[src/rtl/retx_desc_pkg.sv]
`timescale 1ns/1ps
package retx_desc_pkg;

    // Per-slot status flags
    typedef struct packed {
        logic ready;   // holds a packet to be sent
        logic sent;    // has gone out at least once
        logic done;    // receipt acknowledged
    } slot_flags_t;

    typedef enum logic {
        SCAN_IDLE = 1'b0,
        SCAN_RUN  = 1'b1
    } scan_mode_e;

endpackage

[src/rtl/retx_desc_table.sv]
`timescale 1ns/1ps
module retx_desc_table
    import retx_desc_pkg::*;
#(
    parameter int NSLOTS = 32,
    parameter int SETW   = 4,
    localparam int IDXW  = $clog2(NSLOTS)
) (
    input  logic                              clk,
    input  logic                              rst_n,
    input  logic                              fill_we,
    input  logic [IDXW-1:0]                   fill_idx,
    input  logic [SETW-1:0]                   fill_set,
    input  logic                              grant_we,
    input  logic [IDXW-1:0]                   grant_idx,
    input  logic                              ack_i,
    input  logic [IDXW-1:0]                   ack_idx,
    input  logic [SETW-1:0]                   ack_set,
    output slot_flags_t [NSLOTS-1:0]          flags_o,
    output logic [NSLOTS-1:0][SETW-1:0]       sets_o
);

    typedef struct packed {
        slot_flags_t [NSLOTS-1:0]    flags;
        logic [NSLOTS-1:0][SETW-1:0] sets;
    } tbl_t;

    tbl_t tbl_d, tbl_q;
    logic ack_hit;

    always_comb begin
        tbl_d = tbl_q;
        // acknowledge accepted only for a sent, open slot of the same generation
        ack_hit = ack_i
                  && tbl_q.flags[ack_idx].ready
                  && tbl_q.flags[ack_idx].sent
                  && !tbl_q.flags[ack_idx].done
                  && (tbl_q.sets[ack_idx] == ack_set);
        if (grant_we) begin
            tbl_d.flags[grant_idx].sent = 1'b1;
        end
        if (ack_hit) begin
            tbl_d.flags[ack_idx].done = 1'b1;
        end
        if (fill_we) begin
            tbl_d.flags[fill_idx] = '{ready: 1'b1, sent: 1'b0, done: 1'b0};
            tbl_d.sets[fill_idx]  = fill_set;
        end
    end

    always_ff @(posedge clk or negedge rst_n) begin
        if (!rst_n) begin
            tbl_q <= '0;
        end else begin
            tbl_q <= tbl_d;
        end
    end

    assign flags_o = tbl_q.flags;
    assign sets_o  = tbl_q.sets;

endmodule

[src/rtl/retx_window.sv]
`timescale 1ns/1ps
module retx_window #(
    parameter int NSLOTS = 32,
    parameter int SETW   = 4,
    localparam int IDXW  = $clog2(NSLOTS),
    localparam int CNTW  = $clog2(NSLOTS + 1)
) (
    input  logic            clk,
    input  logic            rst_n,
    input  logic            fill_req_i,
    input  logic            tail_done_i,
    output logic            fill_take_o,
    output logic            fill_ready_o,
    output logic [IDXW-1:0] head_o,
    output logic [IDXW-1:0] tail_o,
    output logic [SETW-1:0] head_set_o
);

    localparam logic [IDXW-1:0] LAST_IDX = IDXW'(NSLOTS - 1);
    localparam logic [CNTW-1:0] FULL_CNT = CNTW'(NSLOTS);

    typedef struct packed {
        logic [IDXW-1:0] head;
        logic [IDXW-1:0] tail;
        logic [CNTW-1:0] count;
        logic [SETW-1:0] set;
    } win_t;

    win_t win_d, win_q;
    logic take, retire;

    always_comb begin
        win_d  = win_q;
        take   = fill_req_i && (win_q.count != FULL_CNT);
        retire = (win_q.count != '0) && tail_done_i;
        if (take) begin
            if (win_q.head == LAST_IDX) begin
                win_d.head = '0;
                win_d.set  = win_q.set + 1'b1;
            end else begin
                win_d.head = win_q.head + 1'b1;
            end
        end
        if (retire) begin
            win_d.tail = (win_q.tail == LAST_IDX) ? '0 : win_q.tail + 1'b1;
        end
        case ({take, retire})
            2'b10:   win_d.count = win_q.count + 1'b1;
            2'b01:   win_d.count = win_q.count - 1'b1;
            default: win_d.count = win_q.count;
        endcase
    end

    always_ff @(posedge clk or negedge rst_n) begin
        if (!rst_n) begin
            win_q <= '0;
        end else begin
            win_q <= win_d;
        end
    end

    assign fill_take_o  = take;
    assign fill_ready_o = (win_q.count != FULL_CNT);
    assign head_o       = win_q.head;
    assign tail_o       = win_q.tail;
    assign head_set_o   = win_q.set;

endmodule

[src/rtl/retx_scanner.sv]
`timescale 1ns/1ps
module retx_scanner
    import retx_desc_pkg::*;
#(
    parameter int NSLOTS = 32,
    parameter int SETW   = 4,
    localparam int IDXW  = $clog2(NSLOTS)
) (
    input  logic                        clk,
    input  logic                        rst_n,
    input  logic                        start_i,
    input  logic                        stop_i,
    input  logic                        tx_ready_i,
    input  slot_flags_t [NSLOTS-1:0]    flags_i,
    input  logic [NSLOTS-1:0][SETW-1:0] sets_i,
    output logic                        tx_valid_o,
    output logic [IDXW-1:0]             tx_slot_o,
    output logic [SETW-1:0]             tx_set_o,
    output logic                        grant_o,
    output logic                        first_send_o,
    output logic                        retx_o
);

    localparam logic [IDXW-1:0] LAST_IDX = IDXW'(NSLOTS - 1);

    typedef struct packed {
        scan_mode_e      mode;
        logic [IDXW-1:0] pos;
        logic            first;
        logic            again;
    } scan_t;

    scan_t scn_d, scn_q;
    logic  cand, live, grant;

    always_comb begin
        scn_d = scn_q;
        cand  = flags_i[scn_q.pos].ready && !flags_i[scn_q.pos].done;
        live  = (scn_q.mode == SCAN_RUN) && !stop_i;
        grant = live && cand && tx_ready_i;

        if (stop_i) begin
            scn_d.mode = SCAN_IDLE;
        end else if (start_i) begin
            scn_d.mode = SCAN_RUN;
        end

        // step past empty/finished slots, hold on a pending offer
        if (live && (!cand || grant)) begin
            scn_d.pos = (scn_q.pos == LAST_IDX) ? '0 : scn_q.pos + 1'b1;
        end

        scn_d.first = grant && !flags_i[scn_q.pos].sent;
        scn_d.again = grant &&  flags_i[scn_q.pos].sent;
    end

    always_ff @(posedge clk or negedge rst_n) begin
        if (!rst_n) begin
            scn_q <= '{mode: SCAN_IDLE, pos: '0, first: 1'b0, again: 1'b0};
        end else begin
            scn_q <= scn_d;
        end
    end

    assign tx_valid_o   = live && cand;
    assign tx_slot_o    = scn_q.pos;
    assign tx_set_o     = sets_i[scn_q.pos];
    assign grant_o      = grant;
    assign first_send_o = scn_q.first;
    assign retx_o       = scn_q.again;

endmodule

[src/rtl/retx_desc_mgr.sv]
`timescale 1ns/1ps
module retx_desc_mgr
    import retx_desc_pkg::*;
#(
    parameter int NSLOTS = 32,
    parameter int SETW   = 4,
    localparam int IDXW  = $clog2(NSLOTS)
) (
    input  logic            clk,
    input  logic            rst_n,
    input  logic            start_i,
    input  logic            stop_i,
    input  logic            fill_req_i,
    output logic            fill_ready_o,
    output logic [IDXW-1:0] fill_slot_o,
    output logic [SETW-1:0] fill_set_o,
    output logic            tx_valid_o,
    input  logic            tx_ready_i,
    output logic [IDXW-1:0] tx_slot_o,
    output logic [SETW-1:0] tx_set_o,
    output logic            first_send_o,
    output logic            retx_o,
    input  logic            ack_i,
    input  logic [IDXW-1:0] ack_slot_i,
    input  logic [SETW-1:0] ack_set_i
);

    slot_flags_t [NSLOTS-1:0]    flags;
    logic [NSLOTS-1:0][SETW-1:0] sets;
    logic                        fill_take;
    logic                        grant;
    logic [IDXW-1:0]             head, tail;
    logic [SETW-1:0]             head_set;

    retx_window #(.NSLOTS(NSLOTS), .SETW(SETW)) u_window (
        .clk          (clk),
        .rst_n        (rst_n),
        .fill_req_i   (fill_req_i),
        .tail_done_i  (flags[tail].done),
        .fill_take_o  (fill_take),
        .fill_ready_o (fill_ready_o),
        .head_o       (head),
        .tail_o       (tail),
        .head_set_o   (head_set)
    );

    retx_desc_table #(.NSLOTS(NSLOTS), .SETW(SETW)) u_table (
        .clk       (clk),
        .rst_n     (rst_n),
        .fill_we   (fill_take),
        .fill_idx  (head),
        .fill_set  (head_set),
        .grant_we  (grant),
        .grant_idx (tx_slot_o),
        .ack_i     (ack_i),
        .ack_idx   (ack_slot_i),
        .ack_set   (ack_set_i),
        .flags_o   (flags),
        .sets_o    (sets)
    );

    retx_scanner #(.NSLOTS(NSLOTS), .SETW(SETW)) u_scanner (
        .clk          (clk),
        .rst_n        (rst_n),
        .start_i      (start_i),
        .stop_i       (stop_i),
        .tx_ready_i   (tx_ready_i),
        .flags_i      (flags),
        .sets_i       (sets),
        .tx_valid_o   (tx_valid_o),
        .tx_slot_o    (tx_slot_o),
        .tx_set_o     (tx_set_o),
        .grant_o      (grant),
        .first_send_o (first_send_o),
        .retx_o       (retx_o)
    );

    assign fill_slot_o = head;
    assign fill_set_o  = head_set;

endmodule

[config.mk]
export PLATFORM = sky130hd
export DESIGN_NAME = retx_desc_mgr
export DESIGN_NICKNAME = d
export VERILOG_FILES = /design/src/rtl/retx_desc_pkg.sv /design/src/rtl/retx_desc_table.sv /design/src/rtl/retx_window.sv /design/src/rtl/retx_scanner.sv /design/src/rtl/retx_desc_mgr.sv
export SDC_FILE = /design/constraint.sdc
export NUM_CORES = 1
export LEC_CHECK = 0
export BUFFER_PORTS_ARGS = -buffer_cell sky130_fd_sc_hd__buf_2
export CORE_ASPECT_RATIO = 1.4
export CORE_MARGIN = 8
export CORE_UTILIZATION = 45
export CTS_BUF_LIST = sky130_fd_sc_hd__clkbuf_2
export CTS_CLUSTER_DIAMETER = 30
export DETAILED_ROUTE_END_ITERATION = 8
export PLACE_DENSITY = 0.66
export SYNTH_ARGS = -nofsm -noshare
export SYNTH_HDL_FRONTEND = slang
export SYNTH_SLANG_ARGS = --single-unit
[constraint.sdc]
create_clock -name clk -period 3.96 [get_ports clk]
set_clock_uncertainty 0.1 [all_clocks]
set_input_delay 0.198 -clock clk [delete_from_list [all_inputs] [get_ports clk]]
set_output_delay 0.198 -clock clk [all_outputs]
set_load 0.05 [all_outputs]
; After elaboration in Yosys (flattened, before gate mapping)
; Cells that the tools add are included.
[classes]
n_reduce_logical = 26
add_sub_neg = 6
n_eq_ne = 7
muxes = 30
bitwise = 3
n_lt_le_gt_ge = 7
[op_table]
columns = operator, n
row1 = 224-bit two-way mux, 1
row2 = 96-bit bitwise mux, 2
row3 = 96-bit two-way mux, 2
row4 = 128-bit bitwise mux, 1
row5 = 64-bit AND, 1
row6 = 64-bit NOT, 1
row7 = 3-bit binary-select mux with 5-bit select, 3
row8 = 3-bit demux with 5-bit select, 3
row9 = 4-bit binary-select mux with 5-bit select, 2
row10 = 32-bit OR, 1
row11 = "5-bit by 6-bit < comparator with 1-bit output, second input constant", 4
row12 = 4-bit demux with 5-bit select, 1
row13 = 1-bit logical AND, 16
row14 = "5-bit by 1-bit adder with 5-bit output, second input constant", 3
row15 = "5-bit equality test, second input constant", 3
row16 = "5-bit by 1-bit >= comparator with 1-bit output, second input constant", 3
row17 = 5-bit two-way mux, 3
row18 = 4-bit two-way mux, 3
row19 = 6-bit one-hot mux with 2 select lines, 1
row20 = 3-bit two-way mux, 3
row21 = "6-bit by 1-bit adder with 6-bit output, second input constant", 1
row22 = "6-bit != test, second input constant", 1
row23 = 6-bit nonzero test, 1
row24 = "6-bit by 1-bit subtractor with 6-bit output, second input constant", 1
row25 = other kinds (10), 18
[totals]
output_inout_bits = 22
elab_cells = 215
inputBits = 16
register_bits = 252

; Logic depth before layout (Yosys ltp)
[depth]
ltp_word = 11
mapped_depth = 16
mapped_depth_nobuf = 15

; Hierarchy
; From an unflattened synthesis, not the netlist that was laid out.
[unflattened]
hier_cells = 1294
area_unflattened_um2 = 14431.3
[by_module_without_submodules]
columns = module, instances, seq_area_each_um2, area_each_um2, cells_each
row1 = retx_desc_table, 1, 5605.4, 10635.2, 942
row2 = retx_scanner, 1, 200.2, 2168.3, 183
row3 = retx_window, 1, 500.5, 1302.5, 128
row4 = retx_desc_mgr, 1, 0.0, 325.3, 41

; Worst setup path before layout
; Ideal clock, no wire load.
[synth_timing]
kind = flip-flop to flip-flop
start = reg u_window.win_q (netlist bit u_window.tail_o[0])
end = reg u_window.win_q[9] (netlist bit)
setup_ns = 0.125
path_slack_ns = 0.133
required_ns = 3.735
arrival_ns = 3.601
path_buffers = 1
path_stages_with_launch = 17
period_less_slack_ns = 3.827
path_cell_list = dfrtp_1 buf_2 mux4_2 mux4_2 nor2_1 a31oi_1 o31ai_1 inv_1 ha_1 ha_1 a21o_1 a21oi_1 o21bai_1 a21oi_1 xor2_1 nor2_1 xor2_1
[synth_via]
elab_chain_cells = 5
elab_cells_between_ends = 7
cone_classes = eq/ne (2) / mux (3) / reduce/logical (2)
[synth_rtl]
columns = element, line
row1 = "start, declared", retx_window.sv:29  ; win_t win_d, win_q;
row2 = "start signal, assigned", retx_window.sv:58  ; win_q <= win_d;
row3 = 3-bit binary-select mux with 5-bit select *, retx_desc_mgr.sv:39  ; .tail_done_i (flags[tail].done),
row4 = 1-bit two-way mux (implied by the code) *, retx_desc_mgr.sv:39
row5 = 1-bit logical AND *, retx_window.sv:35  ; retire = (win_q.count != '0) && tail_done_i;
row6 = via u_window.retire, retx_window.sv:30  ; logic take, retire;
row7 = 2-bit by 1-bit equality test with 1-bit output / 2-bit equality test (equally long branches), retx_window.sv:47  ; case ({take, retire})
row8 = 6-bit one-hot mux with 2 select lines / 2-bit nonzero test (equally long branches), --
; The timed path passes the listed nets; every way through them passes the cells marked *. The select of a mux whose other input is x is not followed.
; A chain may end at the register's enable or synchronous reset.

==> metrics.md <==
| Metric | Value |
|---|---|
| Post-DR vias/cell | 6.315 |
| Post-synthesis async set-or-reset flop share | 1.000 |
| Switching Share | 0.4199 |
| Hold path start | stop_i |
| Area Growth Syn to Fin | 10.38% |
| Post-synth EDFFs | 0 |
| Final period util | 0.9708 |
| Pre-CTS WS | 0.2262 ns |
| Reg2Reg Depth | 11 |
| Largest net degree at the start of global routing | 90 |
| CTS tree | done |
| Largest family of logic cells by synthesized area | simple AND/OR/NAND/NOR gates |
| Setup crit end kind | flop |
| P_leak | 7.720 nW |
| Layout cells sized above 1 | 0.2226 |
| RR Startpoint | u_table.sets_o[55] |
| Internal power | 0.004714 W |
| FF-to-FF End | u_table.flags_o[87] |
| GRT Overall Usage | 0.2781 |
| Setup_tns | 0 ns |
| Synth Cell Area | 14460 um2 |
| PwrDens | 509.1 nW/um2 |
| CP max FO | 32 |
| Worst ir drop on vdd | 0.4412 mV |
| Crit path arrival time | 4.63 ns |
| Hold crit path type | in -> reg |
| Critical path class | reg -> reg |
| Post-synth cell types | 62 |
| Fin. max-slew vios | 0 |
| Worst setup SP type | flop |
| Die Ht | 228.1 um |
| Max transition margin | 0.3038 |
| Drt drc | 0 |
| Min Tclk post-route | 3.844 ns |
| Final Non-Filler Cells | 1959 |
| Placed Cells | 1820 |
| Drt pass-1 iters | 6 |
| Initial Util | 0.4576 |
| Ys flop type | dfrtp_1 |
| Gr ovfl total | 0 |
| First-pass GRT wire length | 79810 um |
| Syn Area/Cell | 10.07 um2 |
| Final WL | 53040 um |
| Core ar. | 31600 um2 |
| Syn nets | 1471 |
| Num CTS Buffers | 68 |
| WL/cell | 27.07 um |
| Number of DRC markers in iteration 0 | 1448 |
| Seq pwr share | 0.426 |
| Sink Count | 252 |
| WP data required | 4.75 ns |
| FMAX | 260.1 MHz |
| I/O pin cnt | 38 |
| XOR/XNOR share of the synthesized area | 0.007874 |
| Total power | 0.008126 W |
| Post-synthesis sequential area ratio | 0.4361 |
| Die Footprint | 38210 um2 |
| Max-Cap Viols | 0 |
| Post-Synth Simple-Gate Area | 0.2065 |
| Ys Warns | 0 |
| Hold Violations, Final | 0 |
| Crit path top cell by count | dlygate4sd3_1 |
| Clock network fraction of design power | 0.220 |
| Combinational power share | 0.354 |
| Root Buffer | clkbuf_2 |
| Mapped Cells | 1436 |
| Fin nets | 1555 |
| WHS Path Cells | 6 |
| Synth Area in Compound Gates | 0.1049 |
| DRT antenna net count | 0 |
| Initial antenna violation count | 1 |
| Worst-Margin Slew | 1.044 ns |
| Post-Synth Adder-Cell Area | 0.01696 |
| Worst path bufs/invs | 3 |
| Number of port buffers | 37 |
| Post-DP HPWL | 37320 um |
| Hold endpoint | u_scanner.tx_slot_o[2] |
| H-tree Lvls | 3 |
| Clk Latency, worst-skew pair | 0.96 ns |
| Layout fillers | 2976 |
| NetSw | 0.003412 W |
| Critical path's top delay family | buffers and inverters |
| Clk pin slew, worst setup/hold paths | 0.10 ns |
| Crit-path cells | mux4_2, a22o_1, nand2_1, o211ai_1, xor2_1, nor2_1, dlygate4sd3_1, nand4_4, buf_12, o41ai_2, dlygate4sd3_1 |
| Longest Clk Path Bufs | 3 |
| CP peak stage delay | 0.61 ns |
| Setup ws final | 0.1158 ns |
| Placer Congestion | 1.003 |
| Num rows | 77 |
| Mux share of post-synthesis cell area | 0.1885 |
| R2R Setup Slk | 0.12 ns |
| Slowest CP cell | dlygate4sd3_1 |
| Vias | 12370 |
| Setup-failing EPs final | 0 |
| Status | finished, final reports clean |
| Synth Register Bits | 252 |
| DIE WIDTH | 167.5 um |
| Vias in the first global route | 12400 |
-- repair_timing --
action,4_1_cts,5_1_grt
gates resized for setup,1,6
setup endpoints to repair,3,5
pin swaps,0,0
hold buffers,22,0
gates cloned,0,0
setup buffers,3,0
hold endpoints to repair,358,0
-- logic make-up (layout without fill, tap and decap cells) --
group / Yosys count / after routing
and+or+nand+nor: 676 / 676
DFF: 252 / 252
muxes: 182 / 182
AOI/OAI and AO/OA: 178 / 178
buffers and inverters: 116 / 243
adders and majority gates: 19 / 19
xor gates and xnor gates: 13 / 13
other: 0 / 1
-- metrics by stage --
stage | cell area [um2] | util | hold WS (ns)
after global placement | 15120 | 0.4786 | 0.1806
final | 15960 | 0.5051 | 0.1613
after global routing | 15960 | 0.5051 | 0.1555
after detailed placement | 15120 | 0.4786 | 0.1805
after CTS | 15940 | 0.5044 | 0.07104
after floorplan | 14460 | - | -0.1976
-- worst max path at each step --
stage / endpoint / cells after the start / start
global placement: u_window.win_q[9] / 16 / u_window.tail_o[0]
global route: u_window.win_q[9] / 16 / u_window.tail_o[0]
detailed placement: u_window.win_q[9] / 16 / u_window.tail_o[0]
finish: u_table.flags_o[87] / 11 / u_table.sets_o[55]
floorplan: u_window.win_q[9] / 16 / u_window.tail_o[0]
CTS: tx_valid_o / 6 / u_scanner.tx_slot_o[1]
-- worst register-to-register path, cell delays in order (launching register included) --
cell	delay [ns]
dfrtp_1	0.42
mux4_2	0.54
a22o_1	0.26
nand2_1	0.12
o211ai_1	0.12
xor2_1	0.19
nor2_1	0.13
dlygate4sd3_1	0.61
nand4_4	0.12
buf_12	0.22
o41ai_2	0.37
dlygate4sd3_1	0.61
-- layout make-up --
cell class | instances | area (um2) | area share
antenna | 1 | 2.502 | 0.0001568
clock buffer | 97 | 485.5 | 0.03041
timing repair buffer | 116 | 938.4 | 0.05879
multi-input combinational | 1068 | 7612 | 0.4769
clock inverter | 16 | 63.81 | 0.003998
tap | 395 | 494.2 | 0.03096
sequential | 252 | 6312 | 0.3955
inverter | 14 | 52.55 | 0.003292
-- power by group through the flow --
stage               combinational [W]  clock (W)  sequential, W
floorplan                     0.00202          0        0.00322
global placement              0.00272          0        0.00349
detailed placement            0.00275          0        0.00351
CTS                           0.00283    0.00182        0.00344
global route                  0.00303    0.00195        0.00351
finish                        0.00288    0.00179        0.00346
-- flip-flops by register name, indices dropped and copies added, names as in the netlist --
signal                  flops
u_scanner.scn_q             1
u_window.tail_o             5
u_window.win_q              6
u_window.head_set_o         4
u_table.flags_o            96
u_scanner.first_send_o      1
u_table.sets_o            128
u_scanner.retx_o            1
u_window.head_o             5
u_scanner.tx_slot_o         5
-- placed cells by master (no fill, tap or decap), types with 16 or more instances in the layout --
cell / Yosys / layout
dfrtp_1: 252 / 249
nor2_1: 83 / 83
mux2i_1: 81 / 81
buf_2: 21 / 35
nand2_1: 443 / 443
ha_1: 18 / 18
buf_4: 22 / 52
o21ai_0: 18 / 17
o41ai_2: 29 / 29
nand2b_1: 37 / 37
mux4_2: 69 / 69
o31ai_1: 26 / 26
a22oi_1: 23 / 21
dlygate4sd3_1: 0 / 21
nor3_1: 16 / 16
o22ai_1: 22 / 22
mux2_2: 32 / 32
clkbuf_2: 0 / 97
-- Yosys cell counts, types with 3 or more instances --
cell type / n / area (um2)
buf_6: 3 / 33.78
or3b_2: 5 / 43.79
buf_4: 22 / 165.2
buf_1: 22 / 82.58
o31ai_1: 26 / 195.2
or2_2: 3 / 18.77
and3_1: 10 / 62.56
nor3_1: 16 / 80.08
and3b_1: 7 / 61.31
a21o_1: 4 / 30.03
nor2_1: 83 / 311.6
a31oi_1: 9 / 56.30
dfrtp_1: 252 / 6306
clkbuf_1: 34 / 127.6
or3_1: 6 / 37.54
xor2_1: 6 / 52.55
nand4b_1: 3 / 26.28
mux2_2: 32 / 360.4
o32ai_1: 6 / 52.55
mux2i_1: 81 / 810.8
nand2_1: 443 / 1663
o22ai_1: 22 / 137.6
nand3b_1: 9 / 67.56
and2_1: 4 / 25.02
nand2b_1: 37 / 231.5
nor4_1: 9 / 56.30
nand4_1: 8 / 50.05
xnor2_1: 7 / 61.31
mux4_2: 69 / 1554
o41ai_2: 29 / 471.7
nor3b_1: 4 / 30.03
o221ai_1: 3 / 26.28
a22oi_1: 23 / 172.7
a221oi_1: 6 / 52.55
a21oi_1: 11 / 55.05
or4_1: 3 / 22.52
a32oi_1: 4 / 35.03
buf_2: 21 / 105.1
nand4bb_1: 3 / 33.78
o41ai_1: 3 / 26.28
inv_1: 14 / 52.55
ha_1: 18 / 225.2
nor2b_1: 8 / 50.05
o21ai_0: 18 / 90.09
nand3_1: 9 / 45.04
-- metal layers --
layer	up-vias	share of wire	track usage
met5	-	0	0
met1	6127	0.36	0.3234
met3	220	0.087	0.06481
met2	719	0.48	0.4494
met4	0	0.075	0.1927
li1	5306	-	-
Note: power is estimated with default switching activity, not from simulation.
